[config.mk]
export PLATFORM = sky130hd
export DESIGN_NAME = fracn_div
export DESIGN_NICKNAME = d
export VERILOG_FILES = /design/src/rtl/fracn_pkg.sv /design/src/rtl/fracn_clamp.sv /design/src/rtl/fracn_cfg_hold.sv /design/src/rtl/fracn_accum.sv /design/src/rtl/fracn_counter.sv /design/src/rtl/fracn_div.sv
export SDC_FILE = /design/constraint.sdc
export NUM_CORES = 1
export LEC_CHECK = 0
export BUFFER_PORTS_ARGS = -buffer_cell sky130_fd_sc_hd__clkbuf_2
export CAP_MARGIN = 5
export CORE_ASPECT_RATIO = 1.5
export CORE_UTILIZATION = 57
export CTS_BUF_LIST = sky130_fd_sc_hd__clkbuf_8
export DETAILED_ROUTE_END_ITERATION = 8
export HOLD_SLACK_MARGIN = 0.12
export MAX_ROUTING_LAYER = met4
export PLACE_DENSITY = 0.79
export SYNTH_ARGS = -nofsm -noshare
export SYNTH_HDL_FRONTEND = slang
export SYNTH_SLANG_ARGS = --single-unit
[constraint.sdc]
create_clock -name clk -period 3.3 [get_ports clk]
set_clock_uncertainty 0.15 [all_clocks]
set_input_delay 0 -clock clk [delete_from_list [all_inputs] [get_ports clk]]
set_output_delay 0 -clock clk [all_outputs]
set_load 0.01 [all_outputs]
[src/rtl/fracn_pkg.sv]
package fracn_pkg;
  localparam int INT_W  = 9;
  localparam int MOD_W  = 12;
  localparam int RAT_W  = INT_W + 1;
  localparam int INT_LO = 31;
  localparam int INT_HI = 511;
  localparam int MOD_LO = 2;

  typedef struct packed {
    logic [INT_W-1:0] int_v;
    logic [MOD_W-1:0] frac_v;
    logic [MOD_W-1:0] mod_v;
  } fracn_cfg_t;
endpackage

[src/rtl/fracn_clamp.sv]
module fracn_clamp
  import fracn_pkg::*;
(
  input  logic [INT_W-1:0] raw_int,
  input  logic [MOD_W-1:0] raw_frac,
  input  logic [MOD_W-1:0] raw_mod,
  output fracn_cfg_t       cfg_c
);
  logic [INT_W-1:0] int_lo_fix;
  logic [INT_W-1:0] int_fix;
  logic [MOD_W-1:0] mod_fix;
  logic [MOD_W-1:0] frac_fix;

  always_comb begin
    int_lo_fix = (raw_int < INT_W'(INT_LO)) ? INT_W'(INT_LO) : raw_int;
  end

  // The upper clamp exists only when the field can exceed the legal top.
  generate
    if (INT_HI < (1 << INT_W) - 1) begin : g_hi_clamp
      always_comb begin
        int_fix = (int_lo_fix > INT_W'(INT_HI)) ? INT_W'(INT_HI) : int_lo_fix;
      end
    end else begin : g_no_hi_clamp
      always_comb begin
        int_fix = int_lo_fix;
      end
    end
  endgenerate

  always_comb begin
    mod_fix  = (raw_mod < MOD_W'(MOD_LO)) ? MOD_W'(MOD_LO) : raw_mod;
    frac_fix = (raw_frac >= mod_fix) ? (mod_fix - MOD_W'(1)) : raw_frac;
    cfg_c.int_v  = int_fix;
    cfg_c.frac_v = frac_fix;
    cfg_c.mod_v  = mod_fix;
  end
endmodule

[src/rtl/fracn_cfg_hold.sv]
module fracn_cfg_hold
  import fracn_pkg::*;
(
  input  logic       clk,
  input  logic       rst_n,
  input  logic       load,
  input  fracn_cfg_t cfg_in,
  input  logic       boundary,
  output fracn_cfg_t cfg_eff,
  output fracn_cfg_t cfg_act,
  output logic       restart
);
  fracn_cfg_t pend_q, pend_d;
  fracn_cfg_t act_q,  act_d;
  logic       pvld_q, pvld_d;
  logic       pend_en, act_en;

  always_comb begin
    pend_en = load;
    act_en  = boundary;
    pend_d  = cfg_in;
    act_d   = pvld_q ? pend_q : act_q;
    // A load on the boundary edge re-arms the pending flag.
    pvld_d  = load ? 1'b1 : (boundary ? 1'b0 : pvld_q);
  end

  always_ff @(posedge clk or negedge rst_n) begin
    if (!rst_n) begin
      pend_q.int_v  <= INT_W'(INT_LO);
      pend_q.frac_v <= '0;
      pend_q.mod_v  <= MOD_W'(MOD_LO);
      act_q.int_v   <= INT_W'(INT_LO);
      act_q.frac_v  <= '0;
      act_q.mod_v   <= MOD_W'(MOD_LO);
      pvld_q        <= 1'b0;
    end else begin
      if (pend_en) pend_q <= pend_d;
      if (act_en)  act_q  <= act_d;
      pvld_q <= pvld_d;
    end
  end

  always_comb begin
    cfg_eff = pvld_q ? pend_q : act_q;
    restart = pvld_q;
    cfg_act = act_q;
  end

  AST_APPLY_AT_BOUNDARY: assert property (@(posedge clk) disable iff (!rst_n)
    !boundary |=> $stable(act_q)) else $error("active set changed off boundary");
endmodule

[src/rtl/fracn_accum.sv]
module fracn_accum
  import fracn_pkg::*;
(
  input  logic             clk,
  input  logic             rst_n,
  input  logic             step,
  input  logic             restart,
  input  logic [MOD_W-1:0] frac,
  input  logic [MOD_W-1:0] modulus,
  output logic             carry,
  output logic [MOD_W-1:0] acc
);
  localparam int SUM_W = MOD_W + 1;

  logic [MOD_W-1:0] acc_q, acc_d, base;
  logic [SUM_W-1:0] sum, wrapped;

  always_comb begin
    base    = restart ? '0 : acc_q;
    sum     = {1'b0, base} + {1'b0, frac};
    carry   = (sum >= {1'b0, modulus});
    wrapped = sum - {1'b0, modulus};
    acc_d   = carry ? wrapped[MOD_W-1:0] : sum[MOD_W-1:0];
  end

  always_ff @(posedge clk or negedge rst_n) begin
    if (!rst_n) acc_q <= '0;
    else if (step) acc_q <= acc_d;
  end

  assign acc = acc_q;

  AST_ACC_HOLDS: assert property (@(posedge clk) disable iff (!rst_n)
    !step |=> $stable(acc_q)) else $error("accumulator moved mid period");
endmodule

[src/rtl/fracn_counter.sv]
module fracn_counter
  import fracn_pkg::*;
(
  input  logic             clk,
  input  logic             rst_n,
  input  logic [RAT_W-1:0] next_ratio,
  output logic             terminal,
  output logic [RAT_W-1:0] ratio
);
  logic [RAT_W-1:0] cnt_q, cnt_d;
  logic [RAT_W-1:0] rat_q, rat_d;
  logic             tc;

  always_comb begin
    tc    = (cnt_q == '0);
    cnt_d = tc ? (next_ratio - RAT_W'(1)) : (cnt_q - RAT_W'(1));
    rat_d = tc ? next_ratio : rat_q;
  end

  always_ff @(posedge clk or negedge rst_n) begin
    if (!rst_n) begin
      cnt_q <= RAT_W'(INT_LO - 1);
      rat_q <= RAT_W'(INT_LO);
    end else begin
      cnt_q <= cnt_d;
      rat_q <= rat_d;
    end
  end

  assign terminal = tc;
  assign ratio    = rat_q;

  AST_PULSE_SINGLE: assert property (@(posedge clk) disable iff (!rst_n)
    tc |=> !tc) else $error("pulse wider than one clock");
  AST_RATIO_STABLE: assert property (@(posedge clk) disable iff (!rst_n)
    !tc |=> $stable(rat_q)) else $error("ratio changed mid period");
  AST_COUNT_BELOW_RATIO: assert property (@(posedge clk) disable iff (!rst_n)
    cnt_q < rat_q) else $error("count outside period");
endmodule

[src/rtl/fracn_div.sv]
module fracn_div
  import fracn_pkg::*;
(
  input  logic             clk,
  input  logic             rst_n,
  input  logic             load,
  input  logic [INT_W-1:0] int_in,
  input  logic [MOD_W-1:0] frac_in,
  input  logic [MOD_W-1:0] mod_in,
  output logic             div_pulse,
  output logic [RAT_W-1:0] ratio
);
  logic       rst_meta_q, rst_sync_q;
  fracn_cfg_t cfg_c, cfg_eff, cfg_act;
  logic       restart, boundary, carry;
  logic [MOD_W-1:0] acc;
  logic [RAT_W-1:0] next_ratio;

  // Asynchronous assert, synchronous release.
  always_ff @(posedge clk or negedge rst_n) begin
    if (!rst_n) begin
      rst_meta_q <= 1'b0;
      rst_sync_q <= 1'b0;
    end else begin
      rst_meta_q <= 1'b1;
      rst_sync_q <= rst_meta_q;
    end
  end

  fracn_clamp u_clamp (
    .raw_int  (int_in),
    .raw_frac (frac_in),
    .raw_mod  (mod_in),
    .cfg_c    (cfg_c)
  );

  fracn_cfg_hold u_hold (
    .clk      (clk),
    .rst_n    (rst_sync_q),
    .load     (load),
    .cfg_in   (cfg_c),
    .boundary (boundary),
    .cfg_eff  (cfg_eff),
    .cfg_act  (cfg_act),
    .restart  (restart)
  );

  fracn_accum u_accum (
    .clk      (clk),
    .rst_n    (rst_sync_q),
    .step     (boundary),
    .restart  (restart),
    .frac     (cfg_eff.frac_v),
    .modulus  (cfg_eff.mod_v),
    .carry    (carry),
    .acc      (acc)
  );

  always_comb begin
    next_ratio = {1'b0, cfg_eff.int_v} + RAT_W'(carry);
  end

  fracn_counter u_cnt (
    .clk        (clk),
    .rst_n      (rst_sync_q),
    .next_ratio (next_ratio),
    .terminal   (boundary),
    .ratio      (ratio)
  );

  assign div_pulse = boundary;

  AST_ACC_BELOW_MOD: assert property (@(posedge clk) disable iff (!rst_sync_q)
    acc < cfg_act.mod_v) else $error("accumulator not below modulus");
  AST_RATIO_BOUNDS: assert property (@(posedge clk) disable iff (!rst_sync_q)
    (ratio >= RAT_W'(INT_LO)) && (ratio <= RAT_W'(INT_HI + 1))) else $error("ratio out of range");
  AST_MOD_FLOOR: assert property (@(posedge clk) disable iff (!rst_sync_q)
    cfg_c.mod_v >= MOD_W'(MOD_LO)) else $error("modulus under floor");
  AST_FRAC_BELOW_MOD: assert property (@(posedge clk) disable iff (!rst_sync_q)
    cfg_c.frac_v < cfg_c.mod_v) else $error("fraction not below modulus");
endmodule

==> flow_results.org <==
** Status
- The flow ran to the end, but the final reports show violations.
- The checks that failed: setup timing.

** Critical path
- Cell seen most often among critical-path stages :: sky130_fd_sc_hd__buf_4
- Length in cells of the worst reg-to-reg path :: 27
- Crit Path Class :: reg2reg
- Category of the worst setup path launch point :: flip-flop
- CP Data Arrival Time :: 5820 ps
- Worst-path maximum fanout :: 5
- Critical path's slowest cell :: sky130_fd_sc_hd__or4_4
- At the worst endpoint, the required time is 3400 ps.
- Worst reg2reg path startpoint :: u_hold.restart
- The endpoint identified for the worst register-to-register timing path is u_accum.acc[10].
- CP endpoint kind :: flip-flop
- Reg-to-reg setup timing slack :: -2420 ps
- On the worst path, the slowest cell contributes a delay of 540 ps.

** Floorplanning
- Die ar. :: 11490 sq um
- Chip width :: 87.87 um
- Core area :: 10650 sq um
- Initial cell density of the core :: 59.20%
- During I/O placement, the number of pins put on the boundary was 47.
- Die extent in y :: 130.8 um
- Standard-cell row count :: 46

** STA
- Actual transition at the worst max-transition pin :: 967.2 ps
- Setup slack on the critical path of the routed design comes to -2421 ps.
- Setup repair after global routing missed its margin :: yes
- Final worst path period need :: 5721 ps
- The number of pins with negative max-slew slack in the final report was 0.
- Fmax :: 174.8 MHz
- Final period utilization :: 173.4%
- The number of hold violations in the final report came to 0.
- Worst slew margin relative to its limit :: 34.68%
- Setup violations remaining at the end of the flow were counted as 32.

** Final layout
- The repair_antennas step left the layout with diodes totalling 0.
- The final layout contains 941 nets.
- The area growth from synthesis to layout is 44.66%.
- Post-layout instance count excluding filler cells :: 1012
- Proportion of layout cells with a drive suffix above 1 :: 43.78%

** Synthesis
- Post-Synth Simple-Gate Area :: 13.76%
- Of all flip-flops after synthesis, the portion carrying an async set or reset was 100.0%.
- The synthesized netlist occupies a cell area of 6304 sq um.
- The commonest cells after synthesis are sky130_fd_sc_hd__dfrtp_1, sky130_fd_sc_hd__nand2_1, sky130_fd_sc_hd__mux2_2.
- Counting every net in the synthesized netlist gives 711.
- For this run, the number of Yosys warnings is 0.
- Synthesized instance count :: 633
- Sorting the synthesized cells by area gives the leading types as sky130_fd_sc_hd__dfrtp_1, sky130_fd_sc_hd__dfstp_2, sky130_fd_sc_hd__mux2_2.
- Multiplexer cells account for 13.54% of the synthesized area.
- Ys flop type :: sky130_fd_sc_hd__dfrtp_1
- The synthesized design contains 0 enable-type register cells.
- Area share of the largest cell type after synthesis :: 31.76%
- Share of the synthesized area in compound gates (AO/OA/AOI/OAI) :: 13.68%
- Post-Synth XOR/XNOR Area :: 5.558%
- Number of unique standard cell types used by synthesis :: 63
- Cell type contributing the most total cell area after synthesis :: sky130_fd_sc_hd__dfrtp_1
- After synthesis, the largest family of logic cells by area is simple AND/OR/NAND/NOR gates.
- Register area share after synthesis :: 40.51%
- The synthesized netlist devotes 8.575% of its cell area to adder and majority cells.
- The synthesized design contains 101 register bits.
- Average instance area after synthesis :: 9.958 sq um
- Most common cell in the netlist :: sky130_fd_sc_hd__dfrtp_1

** Drt
- Dividing the detail-routed wire length by the instance count gives 23.23 um.
- Via count of the routed design :: 6371
- WL final :: 23.51 mm
- DRC violations left :: 0
- Pre-Repair DR Iteration Count :: 6
- Via count normalized by instance count :: 6.295
- Remaining antenna violation count :: 0
- After the first detailed-routing iteration, the DRC count stood at 607.

** Clock network
- No sink is reached through more buffers than the 2 on the longest clock path.
- CTS tree :: yes
- Total CTS buffers :: 9
- After clock tree synthesis, the clock-pin slew on the worst setup and hold paths is 110 ps.
- The H-tree was split into 3 levels.
- # clock sinks :: 101
- Clock latency on the worst-skew pair, taken at its later pin, is 410 ps.
- Clock Root Buffer :: sky130_fd_sc_hd__clkbuf_8

** Power
- Total power :: 5.560 mW
- Total power per unit cell area :: 609.8 nW/um^2
- The analysis attributes to cell leakage a power of 4.397 nW.
- The worst-case IR drop observed on VDD is 0.3328 mV.

** GRT
- Total Routing Usage GR :: 38.97%
- The total overflow left after global routing is 0.
- Antenna violations before repair :: 0
- Maximum number of pins on one net before global-route repair :: 68
- Global-route wire length before repair :: 32.16 mm
- The via count of the first global-routing pass is 6446.

** Min path
- HP Start :: mod_in[8]
- The path class of the tightest hold or removal check is in2reg.
- Along the worst hold path, the cell count comes to 6.
- Worst Hold Path EP :: u_hold.pend_q[17]

** Place
- Half-perimeter wire length after placement :: 12.25 mm
- Number of port buffers :: 46
- The congestion estimate from routability-driven global placement came to 0.8910.
- In this run, placement finished with an instance count of 899.

** Flow run
- The tool flagged a number of max-cap violations equal to 0.
## layout make-up
cell class                 count  area (sq um)
timing repair buffer         245          1977
multi-input combinational    467          4065
inverter                      39         146.4
clock inverter                 7         67.56
tap                          144         180.2
sequential                   101          2559
fill                         505          1529
clock buffer                   9         123.9
## cells by family after synthesis
| family | Yosys count |
|---|---|
| buf+inv | 65 |
| xor+xnor | 40 |
| fa+ha+maj | 42 |
| mux | 79 |
| flops | 101 |
| compound gates | 133 |
| simple gates | 172 |
| other cells | 1 |
## sequential cells by signal, indices dropped and copies added (netlist names)
| signal | cells |
|---|---|
| u_cnt.cnt_q | 10 |
| u_hold.cfg_act | 33 |
| u_hold.pend_q | 33 |
| u_accum.acc | 12 |
| u_cnt.ratio | 10 |
| u_hold.restart | 1 |
| rst_sync_q | 1 |
| rst_meta_q | 1 |
## worst max-delay path by stage
| stage | start | end | slack, ps | depth (start not counted) |
|---|---|---|---|---|
| floorplan | u_hold.restart | u_cnt.cnt_q[9] | -1890 | 29 |
| global placement | u_hold.restart | u_cnt.cnt_q[9] | -1690 | 25 |
| detailed placement | u_hold.restart | u_cnt.cnt_q[9] | -1940 | 25 |
| CTS | u_hold.restart | u_cnt.cnt_q[9] | -1750 | 22 |
| global route | u_hold.restart | u_cnt.cnt_q[9] | -2740 | 28 |
| finish | u_hold.restart | u_accum.acc[10] | -2420 | 27 |
## worst max-delay path: cells and delay by family (launching register included)
kind / cells / cell delay (ps)
XOR/XNOR: 1 / 170
flip-flops: 1 / 480
AO/OA/AOI/OAI: 4 / 870
adder cells (fa/ha/maj): 2 / 500
buffers and inverters: 14 / 1940
multiplexers: 2 / 480
AND/OR/NAND/NOR: 4 / 970
## through the flow
stage | utilization (%) | setup TNS, ps | setup slack [ps] | cell area, sq um | hold WS, ps
2_1_floorplan | - | -36880 | -1886 | 6497 | -445.6
3_3_place_gp | 70.75 | -36290 | -1691 | 7533 | -364.0
3_5_place_dp | 70.75 | -40880 | -1942 | 7533 | -362.7
4_1_cts | 83.06 | -37770 | -1752 | 8843 | 139.4
5_1_grt | 85.64 | -54830 | -2736 | 9119 | 208.0
6_report | 85.64 | -50420 | -2421 | 9119 | 189.4
## what timing repair did
item                                    in CTS  in global routing
cloned                                       1                  0
pin swaps                                   19                 31
setup buffers                               56                 16
hold buffers                                42                  0
gates resized for setup                     69                 40
endpoints found under the hold margin       35                  0
endpoints found under the setup margin      32                 36
## where the power goes
| part | internal, mW | switching (mW) | leakage (nW) | total (mW) |
|---|---|---|---|---|
| logic | 1.36 | 1.31 | 3.13 | 2.67 |
| clock network | 0.293 | 0.493 | 0.0989 | 0.786 |
| registers | 1.74 | 0.359 | 1.17 | 2.10 |
| total | 3.39 | 2.17 | 4.40 | 5.56 |
## metal layers
layer | track usage (%) | wire (um) | up-vias
met2 | 69.22 | 12120 | 386
met3 | 6.910 | 1615 | 170
met1 | 36.59 | 7981 | 3117
li1 | - | - | 2698
met4 | 29.80 | 1793 | 0
met5 | - | 0 | -
## placed cells by master (no fill, tap or decap), types with 27 or more instances in the layout
master	count
sky130_fd_sc_hd__buf_4	129
sky130_fd_sc_hd__clkbuf_2	46
sky130_fd_sc_hd__dfrtp_1	78
sky130_fd_sc_hd__dlygate4sd3_1	42
sky130_fd_sc_hd__ha_1	27
sky130_fd_sc_hd__inv_1	36
sky130_fd_sc_hd__mux2_2	41
sky130_fd_sc_hd__mux2i_1	28
sky130_fd_sc_hd__nand2_1	52
Note: power is estimated with default switching activity, not from simulation.
